==> src/rtl/irq_vec_pkg.sv <==
package irq_vec_pkg;
  typedef logic [15:0] addr_t;
  typedef enum logic [1:0] {SEQ_IDLE, SEQ_ENTER, SEQ_RETURN} seq_state_e;
endpackage

==> src/rtl/irq_prio_arb.sv <==
module irq_prio_arb #(
  parameter int NUM_SRC = 25,
  localparam int IW = $clog2(NUM_SRC)
) (
  input  logic [NUM_SRC-1:0] pend,
  input  logic [NUM_SRC-1:0] en,
  output logic               any,
  output logic [IW-1:0]      idx
);
  logic [NUM_SRC-1:0] elig;

  for (genvar g = 0; g < NUM_SRC; g++) begin : g_elig
    assign elig[g] = pend[g] & en[g];
  end

  // lowest bit number has the highest priority
  always_comb begin
    idx = '0;
    for (int i = NUM_SRC - 1; i >= 0; i--) begin
      if (elig[i]) idx = IW'(i);
    end
  end

  assign any = |elig;
endmodule

==> src/rtl/irq_vbase_reg.sv <==
module irq_vbase_reg #(
  parameter int WIN = 4,
  localparam int CW = $clog2(WIN)
) (
  input  logic       clk,
  input  logic       rst_n,
  input  logic       wr,
  input  logic [1:0] wdata,
  output logic       sel,
  output logic       open
);
  logic [CW-1:0] cnt;

  always_ff @(posedge clk or negedge rst_n) begin
    if (!rst_n) begin
      sel  <= 1'b0;
      open <= 1'b0;
      cnt  <= '0;
    end else if (wr && wdata[0]) begin
      open <= 1'b1;
      cnt  <= CW'(WIN - 1);
    end else if (wr && open) begin
      sel  <= wdata[1];
      open <= 1'b0;
    end else if (open) begin
      if (cnt == '0) open <= 1'b0;
      else           cnt  <= cnt - 1'b1;
    end
  end
endmodule

==> src/rtl/irq_seq.sv <==
module irq_seq
  import irq_vec_pkg::*;
#(
  parameter int NUM_SRC     = 25,
  parameter int ENT_CYC     = 4,
  parameter int SLEEP_EXTRA = 4,
  parameter int RET_CYC     = 4,
  localparam int IW = $clog2(NUM_SRC),
  localparam int MAXC = (ENT_CYC + SLEEP_EXTRA > RET_CYC) ? ENT_CYC + SLEEP_EXTRA : RET_CYC,
  localparam int CW = $clog2(MAXC + 1)
) (
  input  logic               clk,
  input  logic               rst_n,
  input  logic               any_elig,
  input  logic [IW-1:0]      win_idx,
  input  logic               insn_boundary,
  input  logic               sleeping,
  input  logic               reti_req,
  input  logic               gie_wr,
  input  logic               gie_wr_val,
  input  addr_t              ret_pc,
  input  logic [7:0]         stk_rdata,
  output logic               gie,
  output logic               busy,
  output logic               vec_valid,
  output logic [IW-1:0]      cur_idx,
  output logic [NUM_SRC-1:0] src_ack,
  output logic               stk_push,
  output logic               stk_pop,
  output logic [7:0]         stk_wdata,
  output logic               resume_valid,
  output addr_t              resume_pc
);
  seq_state_e    state;
  logic [CW-1:0] cnt;
  logic          hold;
  addr_t         pc_q;
  logic [7:0]    hi_q, lo_q;
  logic          at_bound, take;

  assign at_bound = insn_boundary | sleeping;
  assign take     = at_bound & gie & any_elig & ~hold;

  always_ff @(posedge clk or negedge rst_n) begin
    if (!rst_n) begin
      state   <= SEQ_IDLE;
      cnt     <= '0;
      gie     <= 1'b0;
      hold    <= 1'b0;
      pc_q    <= '0;
      hi_q    <= '0;
      lo_q    <= '0;
      cur_idx <= '0;
    end else begin
      unique case (state)
        SEQ_IDLE: begin
          if (reti_req) begin
            state <= SEQ_RETURN;
            cnt   <= CW'(RET_CYC - 1);
          end else if (take) begin
            state   <= SEQ_ENTER;
            cnt     <= sleeping ? CW'(ENT_CYC + SLEEP_EXTRA - 1) : CW'(ENT_CYC - 1);
            gie     <= 1'b0;
            cur_idx <= win_idx;
            pc_q    <= ret_pc;
          end else begin
            if (gie_wr) gie <= gie_wr_val;
            if (hold && at_bound) hold <= 1'b0;
          end
        end
        SEQ_ENTER: begin
          if (cnt == '0) state <= SEQ_IDLE;
          else           cnt   <= cnt - 1'b1;
        end
        SEQ_RETURN: begin
          if (cnt == CW'(RET_CYC - 1)) hi_q <= stk_rdata;
          if (cnt == CW'(RET_CYC - 2)) lo_q <= stk_rdata;
          if (cnt == '0) begin
            state <= SEQ_IDLE;
            gie   <= 1'b1;
            hold  <= 1'b1;
          end else begin
            cnt <= cnt - 1'b1;
          end
        end
        default: state <= SEQ_IDLE;
      endcase
    end
  end

  assign busy         = (state != SEQ_IDLE);
  assign vec_valid    = (state == SEQ_ENTER) && (cnt == '0);
  assign src_ack      = vec_valid ? (NUM_SRC'(1) << cur_idx) : '0;
  assign stk_push     = (state == SEQ_ENTER) && (cnt <= CW'(1));
  assign stk_wdata    = (cnt == CW'(1)) ? pc_q[7:0] : pc_q[15:8];
  assign stk_pop      = (state == SEQ_RETURN) &&
                        ((cnt == CW'(RET_CYC - 1)) || (cnt == CW'(RET_CYC - 2)));
  assign resume_valid = (state == SEQ_RETURN) && (cnt == '0);
  assign resume_pc    = {hi_q, lo_q};
endmodule

==> src/rtl/irq_vector_ctrl.sv <==
module irq_vector_ctrl
  import irq_vec_pkg::*;
#(
  parameter int    NUM_SRC     = 25,
  parameter addr_t BOOT_BASE   = 16'h3800,
  parameter int    ENT_CYC     = 4,
  parameter int    SLEEP_EXTRA = 4,
  parameter int    RET_CYC     = 4,
  parameter int    WIN         = 4
) (
  input  logic               clk,
  input  logic               rst_n,
  input  logic               boot_reset_sel,
  output logic [15:0]        reset_addr,
  input  logic [NUM_SRC-1:0] req_pending,
  input  logic [NUM_SRC-1:0] src_en,
  input  logic               insn_boundary,
  input  logic               sleeping,
  input  logic               reti_req,
  input  logic               gie_wr,
  input  logic               gie_wr_val,
  input  logic               ctl_wr,
  input  logic [1:0]         ctl_wdata,
  input  logic [15:0]        ret_pc,
  input  logic [7:0]         stk_rdata,
  output logic               gie,
  output logic               vsel,
  output logic               vsel_open,
  output logic               busy,
  output logic               vec_valid,
  output logic [15:0]        vec_addr,
  output logic [NUM_SRC-1:0] src_ack,
  output logic               stk_push,
  output logic               stk_pop,
  output logic [7:0]         stk_wdata,
  output logic               resume_valid,
  output logic [15:0]        resume_pc
);
  localparam int IW = $clog2(NUM_SRC);

  logic          any_elig;
  logic [IW-1:0] win_idx, cur_idx;
  addr_t         base;

  irq_prio_arb #(.NUM_SRC(NUM_SRC)) u_arb (
    .pend (req_pending),
    .en   (src_en),
    .any  (any_elig),
    .idx  (win_idx)
  );

  irq_vbase_reg #(.WIN(WIN)) u_vbase (
    .clk   (clk),
    .rst_n (rst_n),
    .wr    (ctl_wr),
    .wdata (ctl_wdata),
    .sel   (vsel),
    .open  (vsel_open)
  );

  irq_seq #(
    .NUM_SRC(NUM_SRC), .ENT_CYC(ENT_CYC),
    .SLEEP_EXTRA(SLEEP_EXTRA), .RET_CYC(RET_CYC)
  ) u_seq (
    .clk           (clk),
    .rst_n         (rst_n),
    .any_elig      (any_elig),
    .win_idx       (win_idx),
    .insn_boundary (insn_boundary),
    .sleeping      (sleeping),
    .reti_req      (reti_req),
    .gie_wr        (gie_wr),
    .gie_wr_val    (gie_wr_val),
    .ret_pc        (ret_pc),
    .stk_rdata     (stk_rdata),
    .gie           (gie),
    .busy          (busy),
    .vec_valid     (vec_valid),
    .cur_idx       (cur_idx),
    .src_ack       (src_ack),
    .stk_push      (stk_push),
    .stk_pop       (stk_pop),
    .stk_wdata     (stk_wdata),
    .resume_valid  (resume_valid),
    .resume_pc     (resume_pc)
  );

  assign base       = vsel ? BOOT_BASE : addr_t'(0);
  assign vec_addr   = base + ((addr_t'(cur_idx) + addr_t'(1)) << 1);
  assign reset_addr = boot_reset_sel ? BOOT_BASE : addr_t'(0);
endmodule

==> config.mk <==
export PLATFORM = sky130hd
export DESIGN_NAME = irq_vector_ctrl
export DESIGN_NICKNAME = d
export VERILOG_FILES = /design/src/rtl/irq_vec_pkg.sv /design/src/rtl/irq_prio_arb.sv /design/src/rtl/irq_vbase_reg.sv /design/src/rtl/irq_seq.sv /design/src/rtl/irq_vector_ctrl.sv
export SDC_FILE = /design/constraint.sdc
export NUM_CORES = 1
export LEC_CHECK = 0
export BUFFER_PORTS_ARGS = -buffer_cell sky130_fd_sc_hd__buf_2
export CAP_MARGIN = 20
export CORE_MARGIN = 2
export CORE_UTILIZATION = 49
export DETAILED_ROUTE_END_ITERATION = 10
export GPL_TIMING_DRIVEN = 1
export MAX_ROUTING_LAYER = met4
export PLACE_DENSITY = 0.86
export SYNTH_ARGS = -nofsm -noshare
export SYNTH_HDL_FRONTEND = slang
export SYNTH_SLANG_ARGS = --single-unit
==> constraint.sdc <==
create_clock -name clk -period 4.09 [get_ports clk]
set_clock_uncertainty 0.15 [all_clocks]
set_input_delay 0.818 -clock clk [delete_from_list [all_inputs] [get_ports clk]]
set_output_delay 0.818 -clock clk [all_outputs]
set_load 0.03 [all_outputs]
# --- After elaboration in Yosys (flattened, before gate mapping) ---
# Index checks and enable logic that the tools add are counted.
word_totals:
  ff_bits: 49
  in_bits: 85
  output_inout_bits: 89
  word_cells: 145
op_classes:
  n_addsub: 4
  n_lt_le_gt_ge: 1
  eq_ne: 15
  shifts: 1
  muxes: 55
  bitwise: 32
  reduce_logical: 26
op_table:
  columns: ["cell", "n"]
  rows:
  - ["2-to-1 mux 5 bit", 25]
  - ["bitwise AND 1 bit", 28]
  - ["2-to-1 mux 14 bit", 2]
  - ["2-to-1 mux 25 bit", 1]
  - ["OR reduction 25 bit", 1]
  - ["<< shifter 1 x 5 -> 25 bit (first input constant)", 1]
  - ["adder 14 x 7 -> 15 bit", 1]
  - ["2-to-1 mux 2 bit", 7]
  - ["2-to-1 mux 4 bit", 3]
  - ["2-to-1 mux 1 bit", 11]
  - ["inequality test 2 x 1 -> 1 bit (second input constant)", 5]
  - ["AND reduction 3 bit", 3]
  - ["equality test 4 x 2 -> 1 bit (second input constant)", 2]
  - ["2-to-1 mux 8 bit", 1]
  - ["case mux 4 bit (2 select lines)", 1]
  - ["AND reduction 2 bit", 4]
  - ["nonzero test 2 bit", 4]
  - ["logical AND 1 bit", 7]
  - ["adder 5 x 1 -> 6 bit (second input constant)", 1]
  - ["inequality test 2 bit (second input constant)", 3]
  - ["inequality test 3 x 2 -> 1 bit (second input constant)", 2]
  - ["AND reduction 5 bit", 1]
  - ["equality test 4 x 1 -> 1 bit (second input constant)", 1]
  - ["less-or-equal comparator 4 x 1 -> 1 bit (second input constant)", 1]
  - ["14 further kinds", 18]

# --- Depth between registers and ports, before layout ---
# Gate-level depths: netlist (run 1).
logic_depth:
  ltp_word: 26
  ltp_mapped: 7
  mapped_depth_nobuf: 7

# --- Hierarchy ---
# Synthesis (run 1) repeated with hierarchy kept, for this count alone.
unflattened:
  cells_unflattened: 333
  area_unflattened_um2: 3271.9
modules_own_cells:
  columns: ["mod", "instances", "cells_per_inst", "area_per_inst_um2"]
  rows:
  - ["irq_seq", 1, 213, 2399.8]
  - ["irq_prio_arb", 1, 65, 409.1]
  - ["irq_vector_ctrl", 1, 37, 264.0]
  - ["irq_vbase_reg", 1, 18, 198.9]

# --- Least setup slack after synthesis (run 1) ---
# Ideal clock, no wire load.
synth_timing:
  kind: "register to output"
  start: "register u_seq.cnt[0]"
  end: "output src_ack[10]"
  t_arrival_ns: 1.908
  slack_ns: 1.214
  stages_incl_launch_ff: 8
  path_cell_list: "dfrtp_1 -> inv_1 -> ha_1 -> and2_1 -> nand2_1 -> inv_1 -> nand3_1 -> nor2_1"
synth_via:
  elab_chain_cells: 3
synth_lines:
  columns: ["element", "line", "rtl"]
  rows:
  - ["from (decl)", "irq_seq.sv:35", "logic [CW-1:0] cnt;"]
  - ["from (signal assigned)", "irq_seq.sv:59", "cnt <= CW'(RET_CYC - 1);"]
  - ["from (signal assigned)", "irq_seq.sv:62", "cnt <= sleeping ? CW'(ENT_CYC + SLEEP_EXTRA - 1) : CW'(ENT_CYC - 1);"]
  - ["from (signal assigned)", "irq_seq.sv:73", "else cnt <= cnt - 1'b1;"]
  - ["logical NOT 4 bit", "irq_seq.sv:92", "assign vec_valid = (state == SEQ_ENTER) && (cnt == '0);"]
  - ["logical AND 1 bit", "irq_seq.sv:92", null]
  - ["via vec_valid", "irq_vector_ctrl.sv:30", "output logic vec_valid,"]
  - ["2-to-1 mux 25 bit", "irq_seq.sv:93", "assign src_ack = vec_valid ? (NUM_SRC'(1) << cur_idx) : '0;"]
  - ["to (decl)", "irq_vector_ctrl.sv:32", "output logic [NUM_SRC-1:0] src_ack,"]
# The timed path passes the listed nets, and every way through them passes these cells.

# --- Final worst setup path (run 1) ---
layout_timing:
  start: "register u_seq.cnt[0]"
  end: "output src_ack[13]"
layout_via:
  elab_chain_cells: 3
layout_lines:
  columns: ["element", "line"]
  rows:
  - ["logical NOT 4 bit", "irq_seq.sv:92"]
  - ["logical AND 1 bit", "irq_seq.sv:92"]
  - ["2-to-1 mux 25 bit", "irq_seq.sv:93"]
# Every way passes these cells.

==> reports/results.ini, run 1 <==
[finish]
final_cell_count_no_fill=539
final_util_pct=64.0
seqCellArea_um2=1230
multiInputGateArea_um2=1800
antennaDiodeCount=0
syn_to_final_growth_pct=25.1
drive_above_1_share_pct=45.7
num-nets-final=561
nFillCells=545

[synth]
syn_area_per_cell_um2=10.3
post-synth-top-area-fraction_pct=37.5
ys_ff_latch=49
synth_top_cell_by_area=dfrtp_1
postSynth.asyncResetShare_pct=100
synth-edff-count=0
ys_top_cells_by_count=49 x dfrtp_1, 36 x nor2_1, 29 x mux2_2
yosys-top-cells-area=dfrtp_1 38%, mux2_2 10%, mux2_4 6.4%, buf_4 6.0%, ha_1 5.7%
yosysSeqAreaShare_pct=37.5
ys.flop_type=dfrtp_1
synth_cell_types=51
syn_area_um2=3270
synth_most_common_cell=dfrtp_1
yosysWarnings=0
netlist_instances=316

[clock_tree]
cts_tree=yes
clk_latency_ns=0.30
h-tree-depth=2
clockBufferDepth=2
cts_sinks=49
clock-root-buffer=clkbuf_8
post_cts_buffers=0
postCtsResizedCells=0
hold_buffers=0
clk_pin_slew_worst_paths_ns=0.09
cts-buffers-inserted=5

[flow_run]
max_cap_viol_count=0

[timing]
final_max_slew_viol_count=0
period_share_pct=80.0
rsz0062_at_grt=no
final-hold-violation-count=0
max_freq_mhz=306
setup_viol=0
setup_tns_ns=0
holdWs_ns=0.209
fin_crit_ns=3.27

[power]
p_int_w=0.00150
p_comb_share_pct=54.5
power_frac_seq_pct=32.3
switchingPower_w=0.00120
power_density_nw_per_um2=661
netSwitchingFraction_pct=44.5
clkPwrFrac_pct=13.2
vdd_drop_max_v=0.000543
power_w=0.00270
p_leak_nw=2.10

[worst_setup_path]
cpMostUsedCell=inv_1
path_max_fanout=8
cp.required_ns=3.12
cp_top_family=simple AND/OR/NAND/NOR gates
startpoint_type=flop
critPathKind=flop to output port
critPathSlowestCell=dfrtp_1
crit_chain=inv_1 -> ha_1 -> and2_1 -> nand2_1 -> inv_1 -> nand3_1 -> nor2_1 -> buf_2
crit_buf_inv=3
worstPathArrival_ns=2.30
cp-end-kind=output port
cpPeakStageDelay_ns=0.46

[grt]
grt_start_max_net_pins=50
antenna_found_initial=0
first_global_vias=2860
grt_pass1_wl_um=12800
grt_remaining_overflow=0
track_usage_pct=22.0

[floorplanning]
initial_core_util_pct=51.2
coreArea_um2=6390
pin_count=174
fp.dieH_um=85.7
die_width_um=85.7
fp-row-count=29
die_area_um2=7340

[placement]
gp_congestion=0.929
port_buffers=149
dp_hpwl_um=6340
dp_cells=530

[detailed_routing]
drt-pass1-iter-count=5
ant_nets=0
routed_wl_um=7850
wire_per_inst_um=14.6
initialDrtViolationCount=90
drc=0
via_per_inst=5.36
vias=2889

[status]
status=finished clean

[min_path]
hold_class=primary input to asynchronous set/reset pin

## through the flow
step	instance area, um2	setup slack, ns
after floorplan	3340	1.21
after global placement	3950	1.18
after detailed placement	3950	1.09
after CTS	4070	0.825
after global routing	4090	0.608
final	4090	0.820
## layer usage
metal  share of wire, %  vias to the layer above  track usage, %
met5                  0                        -               -
li1                   -                     1376               -
met3                5.9                       14            3.95
met1                 39                     1375            24.8
met4                1.7                        0            5.77
met2                 54                      124            40.2
## flip-flops by register name, summed over array words and instances, names as in the netlist
name,cells
u_seq.pc_q,16
u_seq.hi_q,8
u_seq.lo_q,8
u_seq.cur_idx,5
u_seq.cnt,4
u_seq.state,2
u_vbase.cnt,2
u_seq.gie,1
u_seq.hold,1
u_vbase.open,1
u_vbase.sel,1
## worst paths after layout
kind                                      startpoint                    endpoint  slack [ns]  cells after the start
max                         u_seq.cnt[0]$_DFFE_PN0P_                 src_ack[13]        0.82                      8
min                                            rst_n     u_vbase.sel$_DFFE_PN0P_        0.21                      1
max reg2reg                   u_seq.hold$_DFFE_PN0P_  u_seq.pc_q[10]$_DFFE_PN0P_        1.69                      5
min reg2reg                u_seq.hi_q[7]$_DFFE_PN0P_   u_seq.hi_q[7]$_DFFE_PN0P_        0.36                      1
max in group asynchronous                      rst_n   u_seq.hi_q[5]$_DFFE_PN0P_        3.11                      2
min in group clk           u_seq.hi_q[7]$_DFFE_PN0P_   u_seq.hi_q[7]$_DFFE_PN0P_        0.36                      1
## placed cells by master (no fill, tap or decap), drive strengths merged, types with 3 or more instances in the layout
cell type	synthesis	final
o21ai	10	10
a32oi	3	3
and3	3	3
xnor2	3	3
nand3	9	9
nor3	3	3
dfrtp	49	49
inv	19	19
nor2	36	36
ha	15	15
conb	1	20
a21oi	10	10
clkbuf	3	6
o31ai	3	3
a22o	12	12
nand2	23	23
mux2	43	43
a31oi	5	5
a22oi	4	4
and2	3	3
buf	29	151
## final cells by class
| cell class | count | area share, % |
|---|---|---|
| clock buffers | 6 | 2.02 |
| well taps | 77 | 2.36 |
| clock inverters | 2 | 0.918 |
| inverters | 19 | 1.74 |
| multi-input cells | 235 | 44.0 |
| repair buffers | 151 | 18.9 |
| flip-flops and latches | 49 | 30.0 |
## power by group through the flow
stage               Clock, W  Sequential (W)  Combinational, W
floorplan                  0         0.00102          0.000974
global placement           0        0.000861           0.00143
detailed placement         0        0.000879           0.00148
CTS                 0.000365        0.000872           0.00148
global route        0.000384        0.000906           0.00159
finish              0.000358        0.000872           0.00147
## cell families after synthesis
logic type | synth area share, %
flops | 37.5
buf+inv | 9.57
xor+xnor | 0.804
compound gates | 14.9
fa+ha+maj | 5.74
other cells | 0.115
mux | 17.0
simple gates | 14.3
Note: power is estimated with default switching activity, not from simulation.
==> run 2: changes to the inputs <==
--- a/config.mk
+++ b/config.mk
@@ -8,11 +8,11 @@
 export BUFFER_PORTS_ARGS = -buffer_cell sky130_fd_sc_hd__buf_2
 export CAP_MARGIN = 20
 export CORE_MARGIN = 2
-export CORE_UTILIZATION = 49
+export CORE_UTILIZATION = 41
 export DETAILED_ROUTE_END_ITERATION = 10
 export GPL_TIMING_DRIVEN = 1
 export MAX_ROUTING_LAYER = met4
-export PLACE_DENSITY = 0.86
+export PLACE_DENSITY = 0.77
 export SYNTH_ARGS = -nofsm -noshare
 export SYNTH_HDL_FRONTEND = slang
 export SYNTH_SLANG_ARGS = --single-unit
==> constraint.sdc (replaced) <==
create_clock -name clk -period 2.7 [get_ports clk]
set_clock_uncertainty 0.15 [all_clocks]
set_input_delay 0.54 -clock clk [delete_from_list [all_inputs] [get_ports clk]]
set_output_delay 0.54 -clock clk [all_outputs]
set_load 0.03 [all_outputs]
==> reports/results.ini, run 2 (synthesis results as in run 1) <==
[placement]
dp_slack_ns=0.0769  ; -1.01 ns
gp_congestion=0.853  ; -8.3%
port_buffers=149  ; unchanged
dp_hpwl_um=6450  ; +1.7%

[floorplanning]
pin_count=174  ; unchanged
fp-row-count=32  ; +10%
initial_core_util_pct=42.3  ; -8.9 points
die_area_um2=8700  ; +19%
coreArea_um2=7730  ; +21%
die_width_um=93.3  ; +8.9%
fp.dieH_um=93.3  ; +8.9%

[power]
p_leak_nw=2.15  ; +2.1%
power_density_nw_per_um2=983  ; +49%
vdd_drop_max_v=0.000729  ; +34%

[flow_run]
max_cap_viol_count=0  ; unchanged

[detailed_routing]
drt-pass1-iter-count=4  ; -1
ant_nets=0  ; unchanged
via_per_inst=5.11  ; -4.7%
initialDrtViolationCount=109  ; +21%
vias=2917  ; +0.97%
routed_wl_um=8120  ; +3.5%
drc=0  ; unchanged
wire_per_inst_um=14.2  ; -2.3%

[status]
status=finished clean

[clock_tree]
clockBufferDepth=2  ; unchanged
cts_sinks=49  ; unchanged
h-tree-depth=2  ; unchanged
cts-buffers-inserted=5  ; unchanged
clock-root-buffer=clkbuf_8
clk_pin_slew_worst_paths_ns=0.09  ; about the same
clk_latency_ns=0.30  ; about the same
cts_tree=yes

[finish]
final_cell_mix=139 x buf_2, 47 x dfrtp_1, 34 x nor2_1
nFillCells=685  ; +26%
final_common_cell=buf_2
drive_above_1_share_pct=49.0  ; +3.4 points
reg.largest.list=u_seq.pc_q x16, u_seq.hi_q x8, u_seq.lo_q x8
num-nets-final=568  ; +1.2%
seqCellArea_um2=1230  ; +0.20%
max_flop_register=u_seq.pc_q
antennaDiodeCount=0  ; unchanged
largest_reg_flops=16  ; unchanged
multiInputGateArea_um2=1860  ; +3.4%
syn_to_final_growth_pct=30.4

[timing]
final-hold-violation-count=0  ; unchanged
holdWs_ns=0.315  ; +0.106 ns
max_freq_mhz=385
period_share_pct=96.1
fin_crit_ns=2.60
layout_setup_ws_ns=0.105  ; -0.715 ns
setup_viol=0  ; unchanged
final_max_slew_viol_count=0  ; unchanged

[grt]
grt_pass1_wl_um=12900  ; +0.91%
grt_remaining_overflow=0  ; unchanged
first_global_vias=2878  ; +0.63%
grt_start_max_net_pins=25  ; -50%
antenna_found_initial=0  ; unchanged
track_usage_pct=18.6  ; -3.4 points

[worst_setup_path]
path_max_fanout=8  ; unchanged
ff2ff_path_depth=5  ; unchanged
cp.required_ns=2.01  ; -1.11 ns
regToRegSetupSlack_ns=0.51  ; -1.18 ns
reg2reg_from=u_seq.hold$_DFFE_PN0P_
critPathKind=flop to output port
worstPathArrival_ns=1.91  ; -0.39 ns
reg2reg_to=u_seq.pc_q[10]$_DFFE_PN0P_
startpoint_type=flop
cp-end-kind=output port

[min_path]
hold_path_depth=2
worstHoldEndpoint=u_seq.pc_q[2]$_DFFE_PN0P_
min_from=ret_pc[2]
hold_class=primary input to flop

run 2: cell types whose count changed in the layout (fill, tap and decap cells not counted), sizes merged:
| cell | change |
|---|---|
| buf | +2 |
| dlygate4sd3 | +1 |
| clkbuf | +4 |
run 2: how the worst max path moves through the flow:
stage                                        start          end  slack (ns)  cells past startpoint
after CTS                 u_seq.cnt[2]$_DFFE_PN0P_   src_ack[5]        0.02                      7
after detailed placement  u_seq.cnt[0]$_DFFE_PN0P_  src_ack[10]        0.08                      8
final                     u_seq.cnt[0]$_DFFE_PN0P_  src_ack[11]        0.10                      8
after floorplan           u_seq.cnt[0]$_DFFE_PN0P_  src_ack[10]        0.10                      7
after global routing      u_seq.cnt[0]$_DFFE_PN0P_  src_ack[12]      -0.006                      8
after global placement    u_seq.cnt[0]$_DFFE_PN0P_   src_ack[5]        0.15                      8
run 2: final cells by class:
| cell class | instances | share of cell area (%) |
|---|---|---|
| multi-input combinational | 235 | 43.7 |
| sequential | 49 | 28.8 |
| timing repair buffer | 158 | 20.0 |
| tap | 102 | 2.99 |
| clock buffer | 6 | 1.94 |
| inverter | 19 | 1.67 |
| clock inverter | 2 | 0.881 |
run 2: report_power, final:
group | internal, W | switching (W) | leakage [nW]
logic | 0.000951 | 0.00137 | 1.51
clock network | 0.000301 | 0.000241 | 0.0574
registers | 0.00108 | 0.000253 | 0.583
run 2: metal layers:
metal / up-vias / GRT usage [%] / wire [um]
li1: 1391 / - / -
met1: 1416 / 20.8 / 3160
met2: 97 / 33.8 / 4390
met3: 13 / 3.30 / 423
met4: 0 / 5.39 / 138
met5: - / - / 0
run 2: what timing repair did:
item	in CTS	in global routing
hold buffers	1	0
endpoints found under the hold margin	4	0
cloned	0	0
setup endpoints to repair	33	32
resized for setup	17	12
pin swaps	1	1
buffers inserted	1	2
run 2: stage by stage:
step	total power (W)	cell area, um2	instances	setup TNS (ns)	util [%]
CTS	0.00417	4200	569	0	54.3
floorplan	0.00302	3340	335	0	-
finish	0.00419	4260	571	0	55.2
global route	0.00447	4260	571	-0.00582	55.2
global placement	0.00351	4020	559	0	52.0
detailed placement	0.00360	4020	559	0	52.0
run 2: worst max-delay path, stage by stage, from the launching register on:
cell and delay [ns]:
dfrtp_2 0.45, inv_2 0.11, ha_4 0.16, and2_4 0.17, nand2_2 0.11, inv_1 0.14
nand3_4 0.13, nor2_1 0.12, buf_2 0.20
==> run 3: changes to the inputs <==
--- a/config.mk
+++ b/config.mk
@@ -11,7 +11,6 @@
 export CORE_UTILIZATION = 41
 export DETAILED_ROUTE_END_ITERATION = 10
 export GPL_TIMING_DRIVEN = 1
-export MAX_ROUTING_LAYER = met4
 export PLACE_DENSITY = 0.77
 export SYNTH_ARGS = -nofsm -noshare
 export SYNTH_HDL_FRONTEND = slang
==> constraint.sdc (replaced) <==
create_clock -name clk -period 2.7 [get_ports clk]
set_clock_uncertainty 0.15 [all_clocks]
set_input_delay 0.135 -clock clk [delete_from_list [all_inputs] [get_ports clk]]
set_output_delay 0.135 -clock clk [all_outputs]
set_load 0.03 [all_outputs]
==> reports/results.ini, run 3 (synthesis results as in run 1) <==
[detailed_routing]
drt-pass1-iter-count=4  ; unchanged
routed_wl_um=8800  ; +8.3%
via_per_inst=5.08  ; -0.62%
ant_nets=0  ; unchanged
wire_per_inst_um=14.7  ; +3.6%
initialDrtViolationCount=74  ; -32%
drc=0  ; unchanged
vias=3031  ; +3.9%

[floorplanning]
fp.dieH_um=93.3  ; unchanged
die_width_um=93.3  ; unchanged
initial_core_util_pct=42.3  ; unchanged
fp-row-count=32  ; unchanged
coreArea_um2=7730  ; unchanged
pin_count=174  ; unchanged
die_area_um2=8700  ; unchanged

[finish]
final_cell_mix=149 x buf_2, 49 x dfrtp_1, 36 x nor2_1
multiInputGateArea_um2=1810  ; -3.0%
final_common_cell=buf_2
syn_to_final_growth_pct=36.6
reg.largest.list=u_seq.pc_q x16, u_seq.hi_q x8, u_seq.lo_q x8
max_flop_register=u_seq.pc_q
nFillCells=648  ; -5.4%
num-nets-final=594  ; +4.6%
antennaDiodeCount=0  ; unchanged
drive_above_1_share_pct=43.0  ; -6.0 points
seqCellArea_um2=1230  ; -0.20%
largest_reg_flops=16  ; unchanged

[worst_setup_path]
cp-end-kind=output port
cp.required_ns=2.41  ; +0.40 ns
startpoint_type=flop
worstPathArrival_ns=2.29  ; +0.38 ns
cp_top_family=simple AND/OR/NAND/NOR gates
critPathSlowestCell=dfrtp_1
critPathKind=flop to output port
crit_chain=inv_1 -> ha_1 -> and2_1 -> nand2_1 -> nor2_1 -> nand2_1 -> nor2_1 -> buf_2
cpPeakStageDelay_ns=0.46  ; about the same
crit_buf_inv=2  ; -1
path_max_fanout=8  ; unchanged

[power]
power_density_nw_per_um2=952  ; -3.1%
power_w=0.00425  ; +1.5%
vdd_drop_max_v=0.000622  ; -15%
p_leak_nw=2.25  ; +4.8%

[grt]
grt_start_max_net_pins=50  ; +100%
grt_pass1_wl_um=13900  ; +7.5%
first_global_vias=3043  ; +5.7%
track_usage_pct=19.9  ; +1.4 points
grt_remaining_overflow=0  ; unchanged
antenna_found_initial=0  ; unchanged

[placement]
gp_congestion=0.875  ; +2.7%
port_buffers=149  ; unchanged
dp_hpwl_um=6340  ; -1.7%

[timing]
final_max_slew_viol_count=0  ; unchanged
fin_crit_ns=2.58  ; -0.0196 ns
rsz0062_at_grt=yes
setup_viol=0  ; unchanged
final-hold-violation-count=0  ; unchanged
max_freq_mhz=388  ; +0.76%
holdWs_ns=0.0288  ; -0.286 ns
period_share_pct=95.4  ; -0.73 points

[clock_tree]
clock-root-buffer=clkbuf_8
h-tree-depth=2  ; unchanged
cts_tree=yes
clockBufferDepth=2  ; unchanged
cts_sinks=49  ; unchanged
cts-buffers-inserted=5  ; unchanged
clk_pin_slew_worst_paths_ns=0.09  ; about the same
post_cts_buffers=0  ; -1
clk_latency_ns=0.30  ; about the same

[flow_run]
max_cap_viol_count=0  ; unchanged

[min_path]
hold_class=primary input to flop

[status]
status=finished clean

[run 3: path summary, 6_finish.rpt]
path,slack (ns),to,start,cells past startpoint
hold reg to reg,0.36,u_seq.pc_q[11]$_DFFE_PN0P_,u_seq.pc_q[11]$_DFFE_PN0P_,1
setup reg to reg,0.43,u_seq.pc_q[9]$_DFFE_PN0P_,u_seq.hold$_DFFE_PN0P_,5
setup / recovery,0.12,src_ack[5],u_seq.cnt[0]$_DFFE_PN0P_,8
hold / removal,0.03,u_seq.hold$_DFFE_PN0P_,reti_req,3
max in group asynchronous,1.71,u_seq.hi_q[4]$_DFFE_PN0P_,rst_n,3
min in group asynchronous,0.16,u_vbase.open$_DFF_PN0_,rst_n,2
[run 3: per-layer routing]
| layer | GRT usage [%] | vias up | wire length (um) |
|---|---|---|---|
| li1 | - | 1443 | - |
| met1 | 22.4 | 1439 | 3430 |
| met2 | 36.5 | 122 | 4610 |
| met3 | 3.38 | 27 | 437 |
| met4 | 9.19 | 0 | 320 |
| met5 | 0 | - | 0 |
[run 3: layout make-up]
| class | count | area share (%) |
|---|---|---|
| multi-input combinational | 235 | 40.4 |
| sequential | 49 | 27.5 |
| timing repair buffer | 184 | 24.7 |
| tap | 102 | 2.86 |
| inverter | 19 | 1.60 |
| clock buffer | 5 | 1.54 |
| clock inverter | 3 | 1.46 |
[run 3: power by group]
group,internal (W),total [W],switching (W)
combinational,0.000934,0.00231,0.00137
clock,0.000368,0.000622,0.000253
sequential,0.00107,0.00132,0.000249
total,0.00238,0.00425,0.00188
[run 3: what timing repair did]
action                                  in CTS  in global routing
endpoints found under the setup margin       0                  8
endpoints found under the hold margin       86                  0
resized for setup                            0                  1
hold buffers                                32                  0
[run 3: tightest hold or removal path, delay by kind of cell]
kind	cells	cell delay (ns)
buffers and inverters	1	0.16
and+or+nand+nor	1	0.06
AOI/OAI and AO/OA	1	0.10
[run 3: through the flow]
| stage | instances | setup TNS [ns] | setup WS [ns] | utilization [%] | cell area [um2] |
|---|---|---|---|---|---|
| after floorplan | 335 | 0 | 0.377 | - | 3340 |
| after global placement | 556 | 0 | 0.491 | 51.6 | 3990 |
| after detailed placement | 556 | 0 | 0.445 | 51.6 | 3990 |
| after CTS | 596 | 0 | 0.137 | 57.5 | 4440 |
| after global routing | 597 | -0.0673 | -0.0239 | 57.8 | 4470 |
| final | 597 | 0 | 0.124 | 57.8 | 4470 |
